--- config.mk ---
export PLATFORM = sky130hd
export DESIGN_NAME = tpat_gen
export DESIGN_NICKNAME = d
export VERILOG_FILES = /design/src/rtl/tpat_pkg.sv /design/src/rtl/tpat_core.sv /design/src/rtl/tpat_fmt.sv /design/src/rtl/tpat_gen.sv
export SDC_FILE = /design/constraint.sdc
export NUM_CORES = 1
export LEC_CHECK = 0
export BUFFER_PORTS_ARGS = -buffer_cell sky130_fd_sc_hd__buf_2
export CORE_UTILIZATION = 45
export CTS_CLUSTER_DIAMETER = 150
export DETAILED_ROUTE_END_ITERATION = 16
export GPL_TIMING_DRIVEN = 1
export PLACE_DENSITY = 0.68
export SLEW_MARGIN = 20
export SYNTH_ARGS = -nofsm -noshare
export SYNTH_HDL_FRONTEND = slang
export SYNTH_SLANG_ARGS = --single-unit
--- constraint.sdc ---
create_clock -name clk -period 4.31 [get_ports clk]
set_input_delay 0.6465 -clock clk [delete_from_list [all_inputs] [get_ports clk]]
set_output_delay 0.6465 -clock clk [all_outputs]
set_load 0.05 [all_outputs]
--- src/rtl/tpat_pkg.sv ---
package tpat_pkg;

  typedef enum logic [2:0] {
    TP_OFF       = 3'b000,
    TP_RAMP_UNIT = 3'b001,
    TP_RAMP_STEP = 3'b010,
    TP_RSV_A     = 3'b011,
    TP_STATIC    = 3'b100,
    TP_TGL_INV   = 3'b101,
    TP_TGL_ZERO  = 3'b110,
    TP_RSV_B     = 3'b111
  } tp_mode_e;

  // True for the modes that replace the normal data stream.
  function automatic logic tp_is_pattern(input logic [2:0] m);
    case (m)
      TP_RAMP_UNIT, TP_RAMP_STEP, TP_STATIC, TP_TGL_INV, TP_TGL_ZERO: return 1'b1;
      default: return 1'b0;
    endcase
  endfunction

endpackage

--- src/rtl/tpat_core.sv ---
module tpat_core
  import tpat_pkg::*;
#(
  parameter int PAT_W = 20
) (
  input  logic             clk,
  input  logic             rst_n,
  input  logic [2:0]       mode,
  input  logic [PAT_W-1:0] custom,
  input  logic             emit,
  output logic             pat_on,
  output logic [PAT_W-1:0] pat_val
);

  logic [2:0]       mode_q;
  logic [PAT_W-1:0] acc;
  logic             ph;
  logic             restart;
  logic [PAT_W-1:0] acc_eff;
  logic             ph_eff;
  logic [PAT_W-1:0] step;

  assign restart = (mode != mode_q);
  assign acc_eff = restart ? '0 : acc;
  assign ph_eff  = restart ? 1'b0 : ph;
  assign pat_on  = tp_is_pattern(mode);
  assign step    = (mode == TP_RAMP_UNIT) ? PAT_W'(1) : custom;

  always_comb begin
    case (mode)
      TP_RAMP_UNIT, TP_RAMP_STEP: pat_val = acc_eff;
      TP_STATIC:                  pat_val = custom;
      TP_TGL_INV:                 pat_val = ph_eff ? ~custom : custom;
      TP_TGL_ZERO:                pat_val = ph_eff ? '0 : custom;
      default:                    pat_val = '0;
    endcase
  end

  always_ff @(posedge clk) begin
    if (!rst_n) begin
      mode_q <= TP_OFF;
      acc    <= '0;
      ph     <= 1'b0;
    end else begin
      mode_q <= mode;
      if (emit) begin
        acc <= acc_eff + step;
        ph  <= ~ph_eff;
      end else if (restart) begin
        acc <= '0;
        ph  <= 1'b0;
      end
    end
  end


  restart_clear_chk: assert property (@(posedge clk) disable iff (!rst_n)
    (restart && !emit) |=> (acc == '0 && !ph));


  ramp_unit_chk: assert property (@(posedge clk) disable iff (!rst_n)
    (emit && mode == TP_RAMP_UNIT && !restart) |=> (acc == $past(acc) + PAT_W'(1)));


  phase_first_chk: assert property (@(posedge clk) disable iff (!rst_n)
    (emit && restart) |=> ph);

endmodule

--- src/rtl/tpat_fmt.sv ---
module tpat_fmt #(
  parameter int PAT_W    = 20,
  parameter int OUT_W    = 32,
  parameter int NARROW_W = 16
) (
  input  logic             res32,
  input  logic [PAT_W-1:0] pat,
  output logic [OUT_W-1:0] word
);

  localparam int PAD_W  = OUT_W - PAT_W;
  localparam int HIGH_W = OUT_W - NARROW_W;

  logic [OUT_W-1:0] wide;
  logic [OUT_W-1:0] narrow;

  assign wide   = {pat, {PAD_W{1'b0}}};
  assign narrow = {{HIGH_W{1'b0}}, pat[PAT_W-1 -: NARROW_W]};
  assign word   = res32 ? wide : narrow;

endmodule

--- src/rtl/tpat_gen.sv ---
module tpat_gen
  import tpat_pkg::*;
#(
  parameter int PAT_W    = 20,
  parameter int OUT_W    = 32,
  parameter int NARROW_W = 16
) (
  input  logic             clk,
  input  logic             rst_n,
  input  logic             adv_sel,
  input  logic             smp_stb,
  input  logic             dec_stb,
  input  logic [2:0]       mode,
  input  logic [PAT_W-1:0] custom,
  input  logic             res32,
  input  logic             in_valid,
  output logic             in_ready,
  input  logic [OUT_W-1:0] in_data,
  output logic             out_valid,
  input  logic             out_ready,
  output logic [OUT_W-1:0] out_data
);

  logic             stb;
  logic             slot_free;
  logic             pat_on;
  logic             emit;
  logic             take_in;
  logic [PAT_W-1:0] pat_val;
  logic [OUT_W-1:0] pat_word;

  assign stb       = adv_sel ? dec_stb : smp_stb;
  assign slot_free = !out_valid || out_ready;
  assign in_ready  = slot_free;
  assign emit      = pat_on && stb && slot_free;
  assign take_in   = !pat_on && in_valid && slot_free;

  tpat_core #(.PAT_W(PAT_W)) core_i (
    .clk     (clk),
    .rst_n   (rst_n),
    .mode    (mode),
    .custom  (custom),
    .emit    (emit),
    .pat_on  (pat_on),
    .pat_val (pat_val)
  );

  tpat_fmt #(.PAT_W(PAT_W), .OUT_W(OUT_W), .NARROW_W(NARROW_W)) fmt_i (
    .res32 (res32),
    .pat   (pat_val),
    .word  (pat_word)
  );

  always_ff @(posedge clk) begin
    if (!rst_n) begin
      out_valid <= 1'b0;
      out_data  <= '0;
    end else if (emit || take_in) begin
      out_valid <= 1'b1;
      out_data  <= emit ? pat_word : in_data;
    end else if (out_ready) begin
      out_valid <= 1'b0;
    end
  end


  hold_stable_chk: assert property (@(posedge clk) disable iff (!rst_n)
    (out_valid && !out_ready) |=> (out_valid && $stable(out_data)));


  pass_data_chk: assert property (@(posedge clk) disable iff (!rst_n)
    (in_valid && in_ready && !tp_is_pattern(mode)) |=> (out_valid && out_data == $past(in_data)));

endmodule

# Word level (Yosys, flattened, before mapping)

Index checks and enable logic that the tools add are counted.

Input bits: 63
Word-level logic and storage cells: 39
Register bits after elaboration: 57

Add/subtract/negate cells: 1
Reduce and logical (&&, ||, !) cells: 11
Bitwise operators: 2
Eq/ne operators: 6
Mux-type cells: 14

Operator list:

| kind                                                 | count |
|---|---|
| 2-to-1 mux 20 bit                                    | 5 |
| case mux 20 bit (4 select lines)                     | 1 |
| 2-to-1 mux 32 bit                                    | 2 |
| adder 20 bit                                         | 1 |
| NOT 20 bit                                           | 1 |
| equality test 3 bit (second input constant)          | 3 |
| 2-to-1 mux 1 bit                                     | 6 |
| OR reduction 5 bit                                   | 1 |
| logical AND 1 bit                                    | 4 |
| equality test 3 x 1 -> 1 bit (second input constant) | 1 |
| equality test 3 x 2 -> 1 bit (second input constant) | 1 |
| inequality test 3 bit                                | 1 |
| logical NOT 1 bit                                    | 2 |
| logical OR 1 bit                                     | 2 |
| nonzero test 2 bit                                   | 1 |
| OR reduction 2 bit                                   | 1 |
| NOT 1 bit                                            | 1 |

# Longest topological paths before layout

Gate-level depths: netlist (run 1).

Depth in word-level cells: 8
Mapped depth: 14
Depth with buffers taken out: 12

# By module

A second synthesis (run 1) with hierarchy kept.

Cell total of the unflattened synthesis: 729
Area total of the unflattened synthesis: 5454.0 sq um

Modules (own cells, without submodules):

| module    | area an instance (sq um) | seq. area each (sq um) | cells an instance | instances |
|---|---|---|---|---|
| tpat_core | 3527.1                   | 480.5                  | 493               | 1 |
| tpat_gen  | 1670.4                   | 660.6                  | 201               | 1 |
| tpat_fmt  | 256.5                    | 0.0                    | 35                | 1 |

# Worst setup path after synthesis (run 1)

OpenSTA, ideal clock, no wires.

Path type: input port to flip-flop
Start point: in mode[2]
End point: reg core_i.acc[14]
Setup time: 0.120 ns
Stages: 14
Buffers on the path: 3
Required time: 4.190 ns
Path slack: 0.716 ns
Arrival: 3.475 ns
Cell sequence: buf_1 -> nor3b_1 -> clkbuf_1 -> clkbuf_1 -> or2_2 -> ha_1 -> inv_1 -> fa_1 -> nand2b_1 -> a21o_1 -> a211o_1 -> a21boi_0 -> nor3_1 -> a211o_1

Word-level cells in the longest chain between the ends: 6

Ends and longest elaborated chain:

| what                                                 | RTL line        | text |
|---|---|---|
| start, declared                                      | tpat_gen.sv:13  | `input logic [2:0] mode,` |
| branches (longest 5 deep; another with adder 20 bit) | -               |  |
| 2-to-1 mux 20 bit (*)                                | tpat_core.sv:46 | `if (emit) begin` |
| end signal, assigned                                 | tpat_core.sv:47 | `acc <= acc_eff + step;` |
| end, declared                                        | tpat_core.sv:16 | `logic [PAT_W-1:0] acc;` |

Mark *: on every way between the ends.
A chain may end at the register's enable or synchronous reset.

# Worst setup path in the final report (run 1)

Start point: in mode[0]
End point: reg core_i.acc[13]

Same word-level chain as after synthesis.

==> flow_summary.toml, run 1 <==
[global_routing]
gr-total-overflow = 0
track_usage = 0.275
grt_first_pass_wirelength_mm = 23.9
grt_pass1_vias = 4699
antenna_found_initial = 0
grt_max_degree = 44

[worst_setup_path]
crit_buf_inv = 3
reg2reg_from = "core_i.mode_q[0]"
max_stage_delay_ps = 450
critPathRequiredTime_ps = 4550
path_class = "input port to register"
critPathLaunchType = "input port"
timing.rr.end = "core_i.acc[13]"
path_cells = "buf_2 -> buf_4 -> nor3b_2 -> buf_4 -> nor2b_1 -> ha_1 -> and2_1 -> nand3_1 -> a211oi_2 -> o21ai_1 -> a2111o_1 -> o311ai_0"
worst-path-stages = 12
crit_path_start = "mode[0]"
crit_slowest_cell = "a211oi_2"
crit_arrival_ps = 3670
cpLargestDelayFamily = "compound AO/OA/AOI/OAI gates"
timing.critical_path.to = "core_i.acc[13]"
cpMostUsedCell = "buf_4"
cp-end-kind = "register"
rrSetupSlack_ps = 1180
critPathMaxFanout = 28
reg2reg_depth = 11

[detailed_routing]
drt_iter0_drc = 442
via_per_inst = 6.03
vias = 5060
wl_mm = 14.8
dr.pass1.iters = 5
wl_per_cell_um = 17.7
drtAntennaViolNets = 0
drc = 0

[pwr]
p_leak_uw = 0.00250
peakVddDrop_mv = 0.157
p_per_area_nw_per_um2 = 308

[floorplanning]
num_rows = 37
dieArea_sq_um = 10900
ios = 97
die-width_um = 104
start_util = 0.461
die_y_um = 104
fp.coreArea_sq_um = 10200

[synth]
yosysSeqAreaShare = 0.242
syn_nets = 726
synth_cells = 623
ys_types = 65
synth_area_sq_um = 4720
synthArstFlopShare = 0
synth_edf_count = 0
synth_top_flop_cell = "dfxtp_1"
syn_avg_cell_area_sq_um = 7.57
synth-seq-cells = 57
synth_warnings = 0

[sta]
slew_headroom = 0.428
fin_setup_tns_ps = 0
max_freq_mhz = 292
drv_slew = 0
clock_skew_ps = 8.89
grt_setup_unrepaired = "false"
timing.final.crit_share = 0.794
hold_viol_final = 0
worst_pin_slew_ps = 855
setup_viol = 0
setup_slack_ps = 886
fin_crit_ps = 3420

[placed_design]
place_congestion = 0.961
io_buffers = 96
placedCellCount = 823
dp_hpwl_mm = 11.0
place_ws_ps = 591

[clocking]
clk_pin_slew_worst_paths_ps = 70
clock-sinks = 57
cts_hold_buf = 0
clock-root-buffer = "clkbuf_8"
numCtsBuffers = 9
clk_latency_ps = 350
cts_tree = "built"
post-cts-setup-buffer-count = 0
cts.htree.levels = 3
cts_resized = 0
clk_path_buf_depth = 2

[worst_hold_path]
hold_path_class = "register to register"

[finish]
nNetsFinal = 801
drive_gt1_frac = 0.196
diodes = 0
fin_cells = 839
area_delta_synth_final_pct = 16.1

[status]
outcome = "finished, final reports clean"

[job]
cap_violations = 0
## layout make-up
cell class	count	area (sq um)
tap	136	170
clock inverter	5	77.6
timing repair buffer	108	571
clock buffer	11	151
inverter	13	48.8
fill	1000	4750
sequential	57	1140
multi-input combinational	509	3320
## stage by stage
stage          power (uW)  area [sq um]  hold slack [ps]  utilization
4_1_cts              1690          5480              508        0.535
3_3_place_gp         1090          5250              500        0.513
5_1_grt              1760          5480              539        0.535
3_5_place_dp         1100          5250              498        0.513
2_1_floorplan         965          4720              521            -
6_report             1690          5480              499        0.535
## worst min-delay path by stage
stage | end | depth (start not counted) | start
finish | out_data[31] | 2 | out_data[31]
global placement | out_data[31] | 2 | out_data[31]
global route | out_data[31] | 2 | out_data[31]
detailed placement | out_data[31] | 2 | out_data[31]
floorplan | core_i.acc[13] | 2 | core_i.acc[13]
CTS | out_data[31] | 2 | out_data[31]
## where the power goes
group / internal (uW) / total [uW] / switching (uW)
registers: 567 / 591 / 23.7
logic: 161 / 506 / 346
clock network: 355 / 592 / 237
## logic make-up (layout without fill, tap and decap cells)
| group | after synthesis | count (layout) | synth area share |
|---|---|---|---|
| xor+xnor | 8 | 8 | 0.0149 |
| buf+inv | 57 | 137 | 0.0557 |
| simple gates | 258 | 258 | 0.273 |
| flops | 57 | 57 | 0.242 |
| mux | 11 | 11 | 0.0236 |
| compound gates | 192 | 192 | 0.283 |
| fa+ha+maj | 40 | 40 | 0.108 |
## metal layers
| metal | part of all wire | GRT usage | wire length (um) | vias up |
|---|---|---|---|---|
| met2 | 0.48 | 0.457 | 7100 | 179 |
| li1 | - | - | - | 2437 |
| met5 | 0 | 0 | 0 | - |
| met1 | 0.44 | 0.361 | 6570 | 2417 |
| met3 | 0.055 | 0.0464 | 819 | 27 |
| met4 | 0.023 | 0.0867 | 335 | 0 |
## worst reg2reg max path, cell delays in order (launching register included)
cell,delay (ps)
dfxtp_1,320
xor2_1,170
nor3_2,200
buf_4,340
and2_1,220
ha_1,220
and2_1,200
nand3_1,150
a211oi_2,450
o21ai_1,210
a2111o_1,440
o311ai_0,110
## cell usage in the layout (no fill, tap or decap), types with 12 or more instances in the layout
cell type and instances:
ha_1 39, nand2_1 92, o2bb2ai_1 24, nor2b_1 21, and2_1 25, o21ai_0 20
inv_1 12, a21oi_1 59, nand3_1 49, nor2_1 26, buf_2 96, a311oi_1 12
dfxtp_1 57, buf_4 12
## sequential cells by signal, indices dropped and copies added (netlist names)
| register | flops |
|---|---|
| core_i.acc | 20 |
| out_data | 32 |
| core_i.ph | 1 |
| out_valid | 1 |
| core_i.mode_q | 3 |
## Yosys cell counts, types with 3 or more instances
library cell,n,area [sq um]
or3_1,4,25.0
nand2_1,92,345
a22oi_1,8,60.1
xor2_1,4,35.0
a21oi_1,59,295
a22o_1,4,35.0
or2_2,3,18.8
buf_6,3,33.8
a311oi_1,12,105
o31ai_1,4,30.0
o2bb2ai_1,24,210
nor2_1,26,97.6
nand3b_1,3,22.5
mux2i_1,10,100
a211o_1,6,52.6
o211ai_1,7,52.6
nor3_1,7,35.0
o22ai_1,11,68.8
nor3_2,3,30.0
o21ai_0,20,100
o21a_1,3,22.5
a21o_1,8,60.1
and3_1,4,25.0
nand3_1,49,245
and2_1,25,156
xnor2_1,4,35.0
buf_2,12,60.1
ha_1,39,488
clkbuf_1,24,90.1
nor2b_1,21,131
inv_1,12,45.0
a221oi_1,4,35.0
dfxtp_1,57,1140
nand4_1,3,18.8
nand2b_1,9,56.3
(Power assumes the default switching activity.)
==> run 2, diff against run 1 <==
--- a/config.mk
+++ b/config.mk
@@ -5,6 +5,7 @@
 export SDC_FILE = /design/constraint.sdc
 export NUM_CORES = 1
 export LEC_CHECK = 0
+export ABC_AREA = 1
 export BUFFER_PORTS_ARGS = -buffer_cell sky130_fd_sc_hd__buf_2
 export CORE_UTILIZATION = 45
 export CTS_CLUSTER_DIAMETER = 150
==> constraint.sdc (replaced) <==
create_clock -name clk -period 3.4 [get_ports clk]
set_input_delay 0.51 -clock clk [delete_from_list [all_inputs] [get_ports clk]]
set_output_delay 0.51 -clock clk [all_outputs]
set_load 0.05 [all_outputs]
==> run 2 against run 1 <==
  * Sequential power grew 29%
  * Critical path depth grew 3
  * Clock power decreased by 5.2%
  * Clock-buffer cell count shrank 1
  * Largest power group is now sequential cells
  * Clock skew is 3.5 ps higher
  * Via count shrank 1.4%
  * Hold slack worse by 90 ps
  * Cell count grew 14%
==> flow_summary.toml, run 2 <==
[finish]
layout_common_cells = "193 x nand2_1, 109 x a21oi_1, 96 x buf_2"
area_delta_synth_final_pct = 15.8
multiInputGateArea_sq_um = 2900
fin_cells = 958
largest_reg_flops = 32
layout_commonest_cell = "nand2_1"
nNetsFinal = 923
final-seq-area_sq_um = 1140
nFillCells = 1015
drive_gt1_frac = 0.170
diodes = 0
top_register = "out_data"
reg_top3 = "out_data: 32 flops, core_i.acc: 20 flops, core_i.mode_q: 3 flops"

[worst_setup_path]
path_class = "register to register"
reg2reg_depth = 15
crit_arrival_ps = 3020
critPathLaunchType = "register"
critPathMaxFanout = 9
cp-end-kind = "register"
critPathRequiredTime_ps = 3650
reg2reg_from = "core_i.mode_q[1]"
timing.rr.end = "core_i.acc[13]"
rrSetupSlack_ps = 630

[pwr]
power_uw = 1990
peakVddDrop_mv = 0.238
p_leak_uw = 0.00273
switchingPower_uw = 810
intPower_uw = 1180
p_per_area_nw_per_um2 = 378
power_frac_comb = 0.337
p_clk_frac = 0.281
seq_power_share = 0.382
netSwitchingFraction = 0.406

[detailed_routing]
met1_length_mm = 6.12
wl_per_cell_um = 13.7
drc = 0
via_per_inst = 5.21
dr.max_layer_used = "met4"
drtAntennaViolNets = 0
met2_length_mm = 6.04
wl_mm = 13.1
vias = 4991
drt_iter0_drc = 279
route.met3.wl_um = 643
dr.pass1.iters = 5

[synth]
synth_top_flop_cell = "dfxtp_1"
synthArstFlopShare = 0
synth_warnings = 0
synth-seq-cells = 57
yosys-top-cells-area = "dfxtp_1 25%, nand2_1 16%, a21oi_1 12%"
synth_area_leader_cell = "dfxtp_1"
yosysSeqAreaShare = 0.250
yosysMostFrequentCell = "nand2_1"
netlist_top_cells_count = "193 x nand2_1, 109 x a21oi_1, 93 x inv_1"
ys_types = 34
syn_avg_cell_area_sq_um = 6.19
synth.top_cell.area_share = 0.250
synth_area_sq_um = 4560
synth_cells = 737
synth_edf_count = 0
syn_nets = 840

[clocking]
clk_path_buf_depth = 2
clock-root-buffer = "clkbuf_8"
cts_hold_buf = 0
clk_pin_slew_worst_paths_ps = 70
clock-sinks = 57
cts_tree = "built"
cts.htree.levels = 3
post-cts-setup-buffer-count = 0
numCtsBuffers = 9
clk_latency_ps = 350
cts_resized = 0

[global_routing]
grt_first_pass_wirelength_mm = 21.0
grt_max_degree = 52
track_usage = 0.256
gr-total-overflow = 0
antenna_found_initial = 0
grt_pass1_vias = 4438

[sta]
clock_skew_ps = 12.4
drv_slew = 0
fin_crit_ps = 2770
setup_viol = 0
max_freq_mhz = 361
fin_setup_tns_ps = 0
grt_setup_unrepaired = "false"
hold_viol_final = 0
timing.final.crit_share = 0.816
slew_headroom = 0.408
worst_pin_slew_ps = 889

[worst_hold_path]
hold_path_class = "input port to register"
hp-start = "mode[1]"
min_delay_path_depth = 3
holdPathEnd = "core_i.mode_q[1]"

[floorplanning]
die-width_um = 103
start_util = 0.466
fp.coreArea_sq_um = 9770
die_y_um = 103
dieArea_sq_um = 10500
ios = 97
num_rows = 36

[placed_design]
io_buffers = 96
placedCellCount = 942
dp_hpwl_mm = 9.69
place_congestion = 0.939

[job]
cap_violations = 0

[status]
outcome = "finished, final reports clean"
## run 2: cell types whose count changed after synthesis, moves of 24 or more
cell,before,now
nand2_1,92,193
inv_1,12,93
a21oi_1,59,109
nor2_1,26,54
and2_1,25,0
o21ai_0,20,44
o2bb2ai_1,24,0
## run 2: layout make-up
type	instances	area share
clock buffer	10	0.0242
clock inverter	6	0.00664
inverter	96	0.0687
multi-input combinational	551	0.549
sequential	57	0.216
tap	133	0.0315
timing repair buffer	105	0.104
## run 2: stage by stage
step | worst slack (ps) | util | hold slack (ps) | area, sq um
2_1_floorplan | 656 | - | 513 | 4560
3_3_place_gp | 372 | 0.524 | 455 | 5120
3_5_place_dp | 330 | 0.524 | 456 | 5120
4_1_cts | 668 | 0.540 | 411 | 5280
5_1_grt | 320 | 0.540 | 437 | 5280
6_report | 627 | 0.540 | 410 | 5280
## run 2: per-layer routing
layer  track usage  up-vias
met4         0.100        0
met2         0.425      134
met3        0.0380       23
met1         0.334     2275
met5             0        -
li1              -     2559
## run 2: cells by family (layout without fill, tap and decap cells)
logic type               after synthesis  count (layout)  synth area share
flip-flops                            57              57             0.250
buffers and inverters                129             217             0.114
AO/OA/AOI/OAI                        179             179             0.206
adder cells (fa/ha/maj)               40              40             0.111
XOR/XNOR                               8               8            0.0154
AND/OR/NAND/NOR                      324             324             0.303
## run 2: power groups by stage
stage	clock network [uW]	registers [uW]	logic, uW
after global routing	604	768	737
after floorplan	0	938	332
after global placement	0	774	658
after detailed placement	0	776	667
final	561	762	672
after CTS	569	761	669
## run 2: worst max path at each step
stage	depth (start not counted)	slack, ps	end	startpoint
floorplan	18	660	core_i.acc[8]	mode[1]
global placement	16	370	core_i.acc[13]	mode[1]
detailed placement	18	330	core_i.acc[8]	mode[1]
CTS	17	670	core_i.acc[8]	core_i.mode_q[1]
global route	18	320	core_i.acc[10]	core_i.mode_q[1]
finish	15	630	core_i.acc[13]	core_i.mode_q[1]
## run 2: worst max-delay path, stage by stage (launching register included)
cell and delay (ps):
dfxtp_1 320, xor2_1 130, nor2_1 130, nand2_1 170
buf_4 230, nor2_1 180, ha_1 310, a21oi_1 250
nor2_1 60, nor2_1 280, nor2_1 80, nor2_1 150
a21oi_1 80, nand3b_1 180, nand2_1 80, inv_1 30
